## src/rtl/rd_pkg.sv

```systemverilog
package rd_pkg;

    localparam int unsigned CODE_W        = 3;
    localparam int unsigned NUM_CODES     = 1 << CODE_W;
    localparam int unsigned BASE_RATIO    = 32;
    localparam int unsigned ALT_RATIO     = 193;
    localparam int unsigned MAX_COUNT_DEF = 1100;
    localparam int unsigned SETTLE_DEF    = 64;

    typedef logic [CODE_W-1:0] code_t;

    localparam code_t ALT_CODE = code_t'(4);

    typedef struct packed {
        logic  ok;
        code_t code;
    } class_t;

    typedef enum logic [1:0] {
        ST_SEEK   = 2'd0,
        ST_HOLD   = 2'd1,
        ST_LOCKED = 2'd2
    } lock_st_t;

    function automatic int unsigned nominal_ratio(input int unsigned idx);
        int unsigned mul;
        case (idx)
            0:       mul = 1;
            1:       mul = 2;
            2:       mul = 3;
            3:       mul = 4;
            4:       mul = 6;
            5:       mul = 8;
            6:       mul = 16;
            default: mul = 32;
        endcase
        return mul * BASE_RATIO;
    endfunction

    function automatic class_t classify(input int unsigned cnt);
        class_t r;
        r.ok   = 1'b0;
        r.code = '0;
        for (int unsigned i = 0; i < NUM_CODES; i++) begin
            if (cnt == nominal_ratio(i)) begin
                r.ok   = 1'b1;
                r.code = code_t'(i);
            end
        end
        if (cnt == ALT_RATIO) begin
            r.ok   = 1'b1;
            r.code = ALT_CODE;
        end
        return r;
    endfunction

endpackage

```

## src/rtl/rd_edge_count.sv

```systemverilog
module rd_edge_count #(
    parameter int unsigned MAX_COUNT = 1100,
    parameter int unsigned CNT_W     = 11
) (
    input  logic             clk,
    input  logic             rst_n,
    input  logic             fsync,
    output logic             meas_fire,
    output logic             meas_ovf,
    output logic [CNT_W-1:0] meas_count
);
    localparam logic [CNT_W-1:0] LIM = CNT_W'(MAX_COUNT);
    localparam logic [CNT_W-1:0] SAT = CNT_W'(MAX_COUNT + 1);

    logic             fs_q;
    logic             armed;
    logic [CNT_W-1:0] cnt;
    logic             rise;

    assign rise       = fsync & ~fs_q;
    assign meas_fire  = rise & armed;
    assign meas_ovf   = armed & ~rise & (cnt == LIM);
    assign meas_count = (cnt == SAT) ? SAT : cnt + 1'b1;

    always_ff @(posedge clk) begin
        if (!rst_n) begin
            fs_q  <= 1'b0;
            armed <= 1'b0;
            cnt   <= '0;
        end else begin
            fs_q <= fsync;
            if (rise) begin
                armed <= 1'b1;
                cnt   <= '0;
            end else if (armed && cnt != SAT) begin
                cnt <= cnt + 1'b1;
            end
        end
    end

    AST_OVF_SINGLE_PULSE: assert property (@(posedge clk) disable iff (!rst_n)
        meas_ovf |=> !meas_ovf);

    AST_COUNT_NONZERO: assert property (@(posedge clk) disable iff (!rst_n)
        meas_fire |-> meas_count != '0);

    AST_NO_FIRE_BEFORE_ARM: assert property (@(posedge clk) disable iff (!rst_n)
        (!armed && !fsync) |=> !meas_fire);

endmodule

```

## src/rtl/rd_classify.sv

```systemverilog
module rd_classify #(
    parameter int unsigned CNT_W = 11
) (
    input  logic [CNT_W-1:0] count,
    output rd_pkg::class_t   cls
);
    logic [31:0] count_ext;

    assign count_ext = {{(32-CNT_W){1'b0}}, count};
    assign cls       = rd_pkg::classify(count_ext);

endmodule

```

## src/rtl/rd_lock.sv

```systemverilog
module rd_lock #(
    parameter int unsigned CNT_W = 11
) (
    input  logic             clk,
    input  logic             rst_n,
    input  logic             meas_fire,
    input  logic             meas_ovf,
    input  logic [CNT_W-1:0] meas_count,
    input  rd_pkg::class_t   cls,
    output rd_pkg::code_t    code,
    output logic             valid,
    output logic             err
);
    import rd_pkg::*;

    lock_st_t         st;
    logic [CNT_W-1:0] prev_cnt;
    code_t            code_q;
    logic             err_q;

    always_ff @(posedge clk) begin
        if (!rst_n) begin
            st       <= ST_SEEK;
            prev_cnt <= '0;
            code_q   <= '0;
            err_q    <= 1'b0;
        end else begin
            case (st)
                ST_LOCKED: begin
                    if (meas_ovf || (meas_fire && (!cls.ok || cls.code != code_q)))
                        err_q <= 1'b1;
                end
                default: begin
                    if (meas_ovf) begin
                        err_q <= 1'b1;
                        st    <= ST_SEEK;
                    end else if (meas_fire) begin
                        if (!cls.ok) begin
                            err_q <= 1'b1;
                            st    <= ST_SEEK;
                        end else begin
                            err_q <= 1'b0;
                            if (st == ST_HOLD && meas_count == prev_cnt) begin
                                st     <= ST_LOCKED;
                                code_q <= cls.code;
                            end else begin
                                st       <= ST_HOLD;
                                prev_cnt <= meas_count;
                            end
                        end
                    end
                end
            endcase
        end
    end

    assign code  = code_q;
    assign valid = (st == ST_LOCKED);
    assign err   = err_q;

    AST_VALID_HOLDS: assert property (@(posedge clk) disable iff (!rst_n)
        valid |=> valid);

    AST_CODE_FROZEN: assert property (@(posedge clk) disable iff (!rst_n)
        valid |=> $stable(code));

    AST_ERR_STICKY_LOCKED: assert property (@(posedge clk) disable iff (!rst_n)
        (valid && err) |=> err);

    AST_LOCK_ON_EDGE: assert property (@(posedge clk) disable iff (!rst_n)
        (!valid && !meas_fire) |=> !valid);

    AST_LOCK_CLEAN: assert property (@(posedge clk) disable iff (!rst_n)
        (!valid && meas_fire && cls.ok) |=> !err);

endmodule

```

## src/rtl/rd_settle.sv

```systemverilog
module rd_settle #(
    parameter int unsigned SETTLE_CYCLES = 64
) (
    input  logic clk,
    input  logic rst_n,
    input  logic valid,
    output logic done
);
    localparam int unsigned SW = (SETTLE_CYCLES > 2) ? $clog2(SETTLE_CYCLES) : 1;
    localparam logic [SW-1:0] LAST = SW'(SETTLE_CYCLES - 1);

    logic [SW-1:0] cnt;
    logic          done_q;

    always_ff @(posedge clk) begin
        if (!rst_n) begin
            cnt    <= '0;
            done_q <= 1'b0;
        end else if (valid && !done_q) begin
            if (cnt == LAST)
                done_q <= 1'b1;
            else
                cnt <= cnt + 1'b1;
        end
    end

    assign done = done_q;

    AST_DONE_AFTER_VALID: assert property (@(posedge clk) disable iff (!rst_n)
        done |-> valid);

    AST_DONE_STICKY: assert property (@(posedge clk) disable iff (!rst_n)
        done |=> done);

    AST_NOT_EARLY: assert property (@(posedge clk) disable iff (!rst_n)
        $rose(valid) |-> !done);

endmodule

```

## src/rtl/clk_ratio_detect.sv

```systemverilog
module clk_ratio_detect #(
    parameter int unsigned MAX_COUNT     = rd_pkg::MAX_COUNT_DEF,
    parameter int unsigned SETTLE_CYCLES = rd_pkg::SETTLE_DEF
) (
    input  logic       clk,
    input  logic       rst_n,
    input  logic       fsync,
    output logic [2:0] mult_code,
    output logic       code_valid,
    output logic       ratio_err,
    output logic       settle_done
);
    localparam int unsigned CNT_W = $clog2(MAX_COUNT + 2);

    logic             meas_fire;
    logic             meas_ovf;
    logic [CNT_W-1:0] meas_count;
    rd_pkg::class_t   cls;
    rd_pkg::code_t    code;
    logic             valid;

    rd_edge_count #(.MAX_COUNT(MAX_COUNT), .CNT_W(CNT_W)) u_count (
        .clk        (clk),
        .rst_n      (rst_n),
        .fsync      (fsync),
        .meas_fire  (meas_fire),
        .meas_ovf   (meas_ovf),
        .meas_count (meas_count)
    );

    rd_classify #(.CNT_W(CNT_W)) u_class (
        .count (meas_count),
        .cls   (cls)
    );

    rd_lock #(.CNT_W(CNT_W)) u_lock (
        .clk        (clk),
        .rst_n      (rst_n),
        .meas_fire  (meas_fire),
        .meas_ovf   (meas_ovf),
        .meas_count (meas_count),
        .cls        (cls),
        .code       (code),
        .valid      (valid),
        .err        (ratio_err)
    );

    rd_settle #(.SETTLE_CYCLES(SETTLE_CYCLES)) u_settle (
        .clk   (clk),
        .rst_n (rst_n),
        .valid (valid),
        .done  (settle_done)
    );

    assign mult_code  = code;
    assign code_valid = valid;

    AST_RESET_CLEARS: assert property (@(posedge clk)
        !rst_n |=> (!code_valid && !ratio_err && !settle_done && mult_code == 3'd0));

endmodule

```

## config.mk

```make
export PLATFORM = sky130hd
export DESIGN_NAME = clk_ratio_detect
export DESIGN_NICKNAME = d
export VERILOG_FILES = /design/src/rtl/rd_pkg.sv /design/src/rtl/rd_edge_count.sv /design/src/rtl/rd_classify.sv /design/src/rtl/rd_lock.sv /design/src/rtl/rd_settle.sv /design/src/rtl/clk_ratio_detect.sv
export SDC_FILE = /design/constraint.sdc
export NUM_CORES = 1
export LEC_CHECK = 0
export BUFFER_PORTS_ARGS = -buffer_cell sky130_fd_sc_hd__buf_2
export CORE_ASPECT_RATIO = 0.6
export CORE_MARGIN = 2
export CORE_UTILIZATION = 65
export CTS_CLUSTER_SIZE = 12
export DETAILED_ROUTE_END_ITERATION = 7
export GPL_TIMING_DRIVEN = 0
export PLACE_DENSITY = 0.81
export SYNTH_ARGS = -nofsm -noshare
export SYNTH_HDL_FRONTEND = slang
export SYNTH_SLANG_ARGS = --single-unit
```

## constraint.sdc

```tcl
create_clock -name clk -period 7.4 [get_ports clk]
set_input_delay 2.22 -clock clk [delete_from_list [all_inputs] [get_ports clk]]
set_output_delay 2.22 -clock clk [all_outputs]
set_load 0.01 [all_outputs]
```

# == Word level (Yosys, flattened, before mapping) ==
# Cells that the tools add are included.
# word_totals
register_bits,37
elab_cells,76
in_bits,3
# classes
n_mux,19
reduce_logical,17
add_sub_neg,2
n_bitwise,11
n_eq_ne,18
# ops
operator,count
$mux W4,9
$eq A11 B11 Y1 const B,3
$eq A11 B8 Y1 const B,3
$eq A11 B7 Y1 const B,2
$add A11 B1 Y11 const B,1
$eq A11 B10 Y1 const B,1
$eq A11 B11 Y1,1
$eq A11 B6 Y1 const B,1
$eq A11 B9 Y1 const B,1
$mux W11,1
$ne A11 B11 Y1 const B,1
$reduce_and A5 Y1,2
$mux W2,4
$reduce_and A2 Y1,4
$not A1 Y1,7
$add A6 B1 Y6 const B,1
$eq A6 B6 Y1 const B,1
$mux W1,5
$and A1 B1 Y1,4
$logic_and A1 B1 Y1,4
$ne A3 B3 Y1,1
$reduce_bool A3 Y1,1
$eq A2 B1 Y1 const B,1
$eq A2 B2 Y1 const B,1
5 further kinds,7

# == Logic depth before layout (Yosys ltp) ==
# Gate-level depths: netlist of run 1.
# logic_depth
depth_word,18
ltp_mapped,11

# == Modules after synthesis ==
# Synthesis of run 1 repeated with hierarchy kept, for this count alone.
# unflattened
cells_unflattened,320
hier_area_um2,2572.5
# by_module_without_submodules
mod,instances,area_each_um2,cells_each,seq_area_each_um2
rd_lock,1,1141.1,148,340.3
rd_edge_count,1,873.3,103,260.2
rd_settle,1,354.1,39,140.1
rd_classify,1,203.9,30,0.0

# == Worst setup path after synthesis of run 1 ==
# No wires, ideal clock.
# synth_timing
path_kind,in2reg
start,input port fsync
end,register u_lock.prev_cnt[1]
cell_stages,5
n_path_buf,1
slack_ps,4121
setup_time_ps,116
arrival_ps,3163
required_ps,7284
path_cell_list,nor2b_1 -> o2111ai_2 -> nand2b_1 -> buf_6 -> and3_1
# synth_between
elab_chain_cells,6
# synth_rtl
element,line,text
"start, declared",clk_ratio_detect.sv:7,"input logic fsync,"
$and A1 B1 Y1 *,rd_edge_count.sv:20,assign rise = fsync & ~fs_q;
$not A1 Y1,rd_edge_count.sv:22,assign meas_ovf = armed & ~rise & (cnt == LIM);
$and A1 B1 Y1 (2 in a row),rd_edge_count.sv:22,
$not A1 Y1 (no source line),n/a,
$reduce_and A5 Y1 (no source line) *,n/a,
"end signal, assigned",rd_lock.sv:48,prev_cnt <= meas_count;
"end, declared",rd_lock.sv:17,logic [CNT_W-1:0] prev_cnt;
# Mark *: on every way between the ends. The rest lies on a longest branch, timed or not.
# A chain may end at the register's enable or synchronous reset.

# == Worst setup path in the final report of run 1 ==
# layout_timing
start,input port fsync
end,register u_lock.prev_cnt[4]
# The elaborated chain is that of the path after synthesis.

==> metrics, run 1 <==
commonest cells after routing, fill and taps aside dfxtp_1, nor2_1, nand2_1; combined flip-flop and latch cell area 740.7 um^2; share of the synthesized area in the top cell type 30.45%; Max Clk Rate 286.2 MHz; count of H-tree levels built during CTS 2; number of enable-type register cells in the synthesized netlist 0; critical path arrival 3680 ps; clk buf depth 2; count of input and output buffers 8; share of layout cells above drive strength 1 11.36%; required arrival time at the worst endpoint 7590 ps; area delta synth->final 9.722%; die width 82.98 um; relative slew slack 66.03%; Final min period 3494 ps; async set-or-reset flop fraction in the synthesized netlist 0%; worst clock skew on the final layout 6.665 ps; die outline height 51.39 um; library cell occupying the most area in the post-synthesis netlist dfxtp_1; number of nets at the end of the flow 323; residual antenna-violating net count after detailed routing 0; top_reg_cell synth dfxtp_1; Worst-Margin Slew 509.6 ps; worst ir drop on vdd 162.7 uV; number of flip-flops and latches in the synthesized netlist 37; Hold Crit Start u_lock.prev_cnt[0]; total negative setup slack 0 ps; unrepaired setup endpoints after global routing false; maximum number of pins on one net before global-route repair 14; worst hold endpoint u_lock.prev_cnt[0]; DRC violation total after the first TritonRoute iteration 235; via count of the first global-routing pass 2005; Setup violations, final 0; reported max-cap violation count 0; CORE AREA 3637 um^2; setup repair bufs after CTS 0; Synth warnings 0; wire length of the first global-routing pass 9915 um; Reg-to-Reg Start u_count.cnt[0]; insertion delay of the later-clocked pin in the worst-skew pair 290 ps; WL final 6145 um; status finished, final reports clean; net count after synthesis 308; P per Cell Area 162.7 nW/um^2; Area contributors post-synth dfxtp_1, xnor2_1, mux2i_1; Critical Path End Type flop; Distinct cells, synth 52; footprint of the multi-input gates 1541 um^2; count of hold buffers inserted by post-cts repair 0; Worst Hold Depth 2; final RePlAce weighted congestion 0.9516; combined area of all synthesized cells 2432 um^2; drt drc 0; Worst Reg-to-Reg Cells 11; mean instance size in the synthesized netlist 8.081 um^2; vias after detailed routing 2308; Filler cells 282; number of iterations in the first detailed-routing pass 5; total number of placement rows 17; final critical-path share of the clock period 47.22%; critical register-to-register path endpoint u_lock.prev_cnt[4]; clk slew on worst S/H paths 70 ps; DR vias/cell 6.341; leakage power of the design 1.063 nW; core occupancy in the finished layout 73.37%; clock tree root driver cell clkbuf_8; GRT Util Overall 29.93%; critical path peak fanout 10; Placed Instance Area 2531 um^2; most common cell after layout, fill and taps aside dfxtp_1; post-cts resize count 0; DR WL/cell 16.88 um; initial antenna violation count 0; post-synthesis cell count 301; sum of overflow across all layers after global routing 0; clock tree from TritonCTS yes; final number of hold-violating endpoints 0; crit path launch type input port; num ports 9; Final Cell Area 2669 um^2; clock buffer count from CTS 5; minimum setup slack among reg-to-reg paths 4040 ps; class of the most critical setup path input port to flop; Die Footprint 4264 um^2; sequential element share of the synthesized area 30.45%; final-report max-slew violation count 0; # diodes 0; placed wire-length estimate 4507 um; effective utilization at floorplan 66.87%; class of the tightest hold or removal check flop to flop; number of sinks handled by clock tree synthesis 37
-- final cells by class --
type / count / area share [%]
inverter: 9 / 1.266
clock buffer: 5 / 2.579
buffer: 23 / 4.360
multi-input combinational: 232 / 57.76
sequential: 37 / 27.75
tap: 47 / 2.203
timing repair buffer: 8 / 1.500
clock inverter: 3 / 2.579
-- power breakdown --
group          switching [W]  internal, W  leakage [nW]
clock              0.0000766     0.000136        0.0687
combinational      0.0000146   0.00000607         0.696
sequential       0.000000756     0.000200         0.299
-- state kept, by name (all words and copies together) (netlist names) --
signal	flops
u_lock.prev_cnt	11
u_lock.code	3
u_count.cnt	11
u_count.fs_q	1
u_settle.done	1
u_lock.st	2
u_count.armed	1
u_settle.cnt	6
u_lock.err	1
-- through the flow --
step / total power (W) / cells / worst slack, ps / hold slack (ps)
after global routing: 0.0004473 / 364 / 3807 / 502.0
after floorplan: 0.0002190 / 301 / 4121 / 447.9
after global placement: 0.0002255 / 356 / 3659 / 459.3
final: 0.0004341 / 364 / 3906 / 479.6
after detailed placement: 0.0002258 / 356 / 3562 / 471.1
after CTS: 0.0004379 / 364 / 3871 / 483.1
-- critical path: stages --
cell       delay [ps]
buf_2              80
nor2b_1           420
o2111ai_2         330
nand2b_1          270
buf_6             160
and3_1            180
-- cells in the mapped netlist (all sizes together), types with 3 or more instances --
| cell | count |
|---|---|
| buf | 11 |
| o211a | 3 |
| nand2 | 23 |
| and2 | 3 |
| nand2b | 5 |
| nor2 | 23 |
| o2111ai | 4 |
| clkbuf | 12 |
| o21ai | 16 |
| a21oi | 13 |
| mux2i | 12 |
| a31oi | 6 |
| xnor2 | 17 |
| and3 | 8 |
| or3 | 12 |
| dfxtp | 37 |
| or2 | 3 |
| nor3 | 7 |
| ha | 4 |
| a22oi | 4 |
| xor2 | 10 |
| nand3 | 14 |
| a21boi | 3 |
| and4 | 6 |
| a211oi | 3 |
| o22ai | 3 |
| inv | 8 |
| nor2b | 3 |
| nand4 | 9 |
-- per-layer routing --
layer	vias up	part of all wire [%]	global-route usage, %
li1	1112	-	-
met1	1072	51	45.00
met2	108	40	43.41
met3	16	7.2	5.493
met4	0	1.4	8.470
met5	-	0	0
-- worst max-delay path by stage --
| stage | start | to | cells past startpoint |
|---|---|---|---|
| 6_report | fsync | u_lock.prev_cnt[4] | 6 |
| 5_1_grt | fsync | u_lock.prev_cnt[2] | 6 |
| 4_1_cts | fsync | u_lock.prev_cnt[4] | 6 |
| 3_5_place_dp | fsync | u_lock.prev_cnt[4] | 6 |
| 3_3_place_gp | fsync | u_lock.prev_cnt[4] | 6 |
| 2_1_floorplan | fsync | u_lock.prev_cnt[1] | 5 |
-- logic make-up after synthesis --
family	after synthesis	synth area share (%)
xor gates and xnor gates	28	10.65
AOI/OAI and AO/OA	65	18.06
and+or+nand+nor	122	27.21
adders and majority gates	4	2.058
muxes	13	5.401
DFF	37	30.45
buffers and inverters	32	6.173
Power figures use the tool's default switching activity.
==> inputs of run 2 (changes only) <==
CORE_UTILIZATION = 62   (was 65)
PLACE_DENSITY = 0.78   (was 0.81)
clock period = 3.59 ns   (was 7.4 ns; I/O delays follow)
==> run 2 against run 1 <==
Effect of this change:
- critical path depth is 5 higher
- largest cell class unchanged
- final cell count stayed put
- total power is 76% higher
- via count is 1.4% higher
- sequential power is 110% higher
- combinational power is 110% higher
- setup slack worse by 3700 ps
- worst hold slack better by 2.8 ps
==> metrics, run 2 (synthesis results as in run 1) <==
final critical-path share of the clock period 94.86%; number of sinks handled by clock tree synthesis 37; final worst-path setup slack 184.4 ps; clk slew on worst S/H paths 80 ps; setup repair bufs after CTS 0; unrepaired setup endpoints after global routing false; area delta synth->final 7.767%; Placement Setup Slack 346.4 ps; delay-heaviest family, CP compound AO/OA/AOI/OAI gates; Die Footprint 4456 um^2; count of hold buffers inserted by post-cts repair 0; DR vias/cell 6.429; Setup violations, final 0; worst clock skew on the final layout 3.963 ps; clock tree root driver cell clkbuf_8; initial antenna violation count 0; required arrival time at the worst endpoint 3790 ps; CORE AREA 3722 um^2; final-report max-slew violation count 0; total number of placement rows 17; effective utilization at floorplan 65.34%; minimum setup slack among reg-to-reg paths 180 ps; WL final 6289 um; die width 84.86 um; cells along the critical path clkbuf_1, inv_1, ha_1, a31oi_1, and3_1, o21ai_0, a21oi_1, o2111ai_2, nand2b_1, buf_6, and3_1; leakage power of the design 1.039 nW; Max Clk Rate 293.6 MHz; maximum number of pins on one net before global-route repair 14; total negative setup slack 0 ps; footprint of the multi-input gates 1541 um^2; clock buffer count from CTS 5; number of iterations in the first detailed-routing pass 5; largest registers u_count.cnt: 11 flops, u_lock.prev_cnt: 11 flops, u_settle.cnt: 6 flops; GRT Util Overall 30.57%; Worst-Margin Slew 540.9 ps; die outline height 52.52 um; share of layout cells above drive strength 1 11.36%; num ports 9; clk buf depth 2; Hold Crit Start u_lock.prev_cnt[0]; slowest cell on the critical path clkbuf_1; buffering stage count on the worst path with inverters included 3; vias after detailed routing 2340; relative slew slack 63.87%; class of the tightest hold or removal check flop to flop; placed wire-length estimate 4749 um; via count of the first global-routing pass 2100; Critical Path End Type flop; insertion delay of the later-clocked pin in the worst-skew pair 300 ps; Final min period 3406 ps; critical register-to-register path endpoint u_lock.prev_cnt[3]; cell type with the highest occurrence count on the critical path and3_1; number of nets at the end of the flow 323; Worst Hold Depth 2; critical path peak fanout 10; class of the most critical setup path flop to flop; worst ir drop on vdd 210.4 uV; DR WL/cell 17.28 um; final number of hold-violating endpoints 0; combined flip-flop and latch cell area 740.7 um^2; final RePlAce weighted congestion 0.9509; clock tree from TritonCTS yes; most common cell after layout, fill and taps aside dfxtp_1; sum of overflow across all layers after global routing 0; worst slack on hold paths 482.4 ps; Worst Reg-to-Reg Cells 11; reported max-cap violation count 0; Filler cells 321; # diodes 0; worst hold endpoint u_lock.prev_cnt[0]; count of input and output buffers 8; DRC violation total after the first TritonRoute iteration 202; count of H-tree levels built during CTS 2; Reg-to-Reg Start u_count.cnt[0]; P per Cell Area 291.9 nW/um^2; status finished, final reports clean; commonest cells after routing, fill and taps aside dfxtp_1, nor2_1, nand2_1; drt drc 0; residual antenna-violating net count after detailed routing 0; wire length of the first global-routing pass 10320 um; post-cts resize count 0; crit path launch type flop; critical path arrival 3610 ps; Worst path max stage delay 400 ps
==> run 2: changes by cell type in the layout (fill, tap and decap cells not counted) <==
cell,previous run,this run
clkinvlp_4,0,1
bufinv_16,2,0
clkinv_2,0,1
==> run 2: worst reg2reg max path, stage by stage (launching register included) <==
cell and delay (ps):
dfxtp_1 390, clkbuf_1 400, inv_1 150, ha_1 400
a31oi_1 360, and3_1 300, o21ai_0 170, a21oi_1 240
o2111ai_2 280, nand2b_1 280, buf_6 160, and3_1 180
==> run 2: cell type report <==
type                    count  area share [%]
clock inverters             3          0.8115
repair buffers              8           1.527
inverters                   9           1.289
flip-flops and latches     37           28.26
clock buffers               5           2.625
plain buffers              23           4.439
multi-input cells         232           58.81
well taps                  47           2.243
==> run 2: through the flow <==
stage	instances	utilization (%)	total power [W]	instance area, um^2
2_1_floorplan	301	-	0.0004515	2432
3_3_place_gp	356	68.00	0.0004651	2531
3_5_place_dp	356	68.00	0.0004657	2531
4_1_cts	364	70.42	0.0007644	2621
5_1_grt	364	70.42	0.0007911	2621
6_report	364	70.42	0.0007651	2621
==> run 2: where the power goes <==
part	switching (W)	internal, W	total [W]	leakage, nW
Combinational	0.0000303	0.0000125	0.0000428	0.696
Sequential	0.00000165	0.000413	0.000415	0.299
Clock	0.000170	0.000138	0.000308	0.0445
Total	0.000202	0.000563	0.000765	1.04
==> run 2: worst max-delay path by stage <==
stage                   start             endpoint  slack, ps  cells after the start
2_1_floorplan  u_count.cnt[0]  u_lock.prev_cnt[10]        860                      9
3_3_place_gp   u_count.cnt[0]   u_lock.prev_cnt[4]        340                     11
3_5_place_dp   u_count.cnt[0]   u_lock.prev_cnt[1]        350                     11
6_report       u_count.cnt[0]   u_lock.prev_cnt[3]        180                     11
4_1_cts        u_count.cnt[0]   u_lock.prev_cnt[3]        330                     11
5_1_grt        u_count.cnt[0]   u_lock.prev_cnt[4]         50                     11
==> run 2: routing by layer <==
metal,up-vias,part of all wire (%),track usage [%]
met5,-,0,0
met4,0,2.1,11.11
met3,16,7.4,7.717
met2,96,41,42.65
met1,1118,49,45.11
li1,1110,-,-
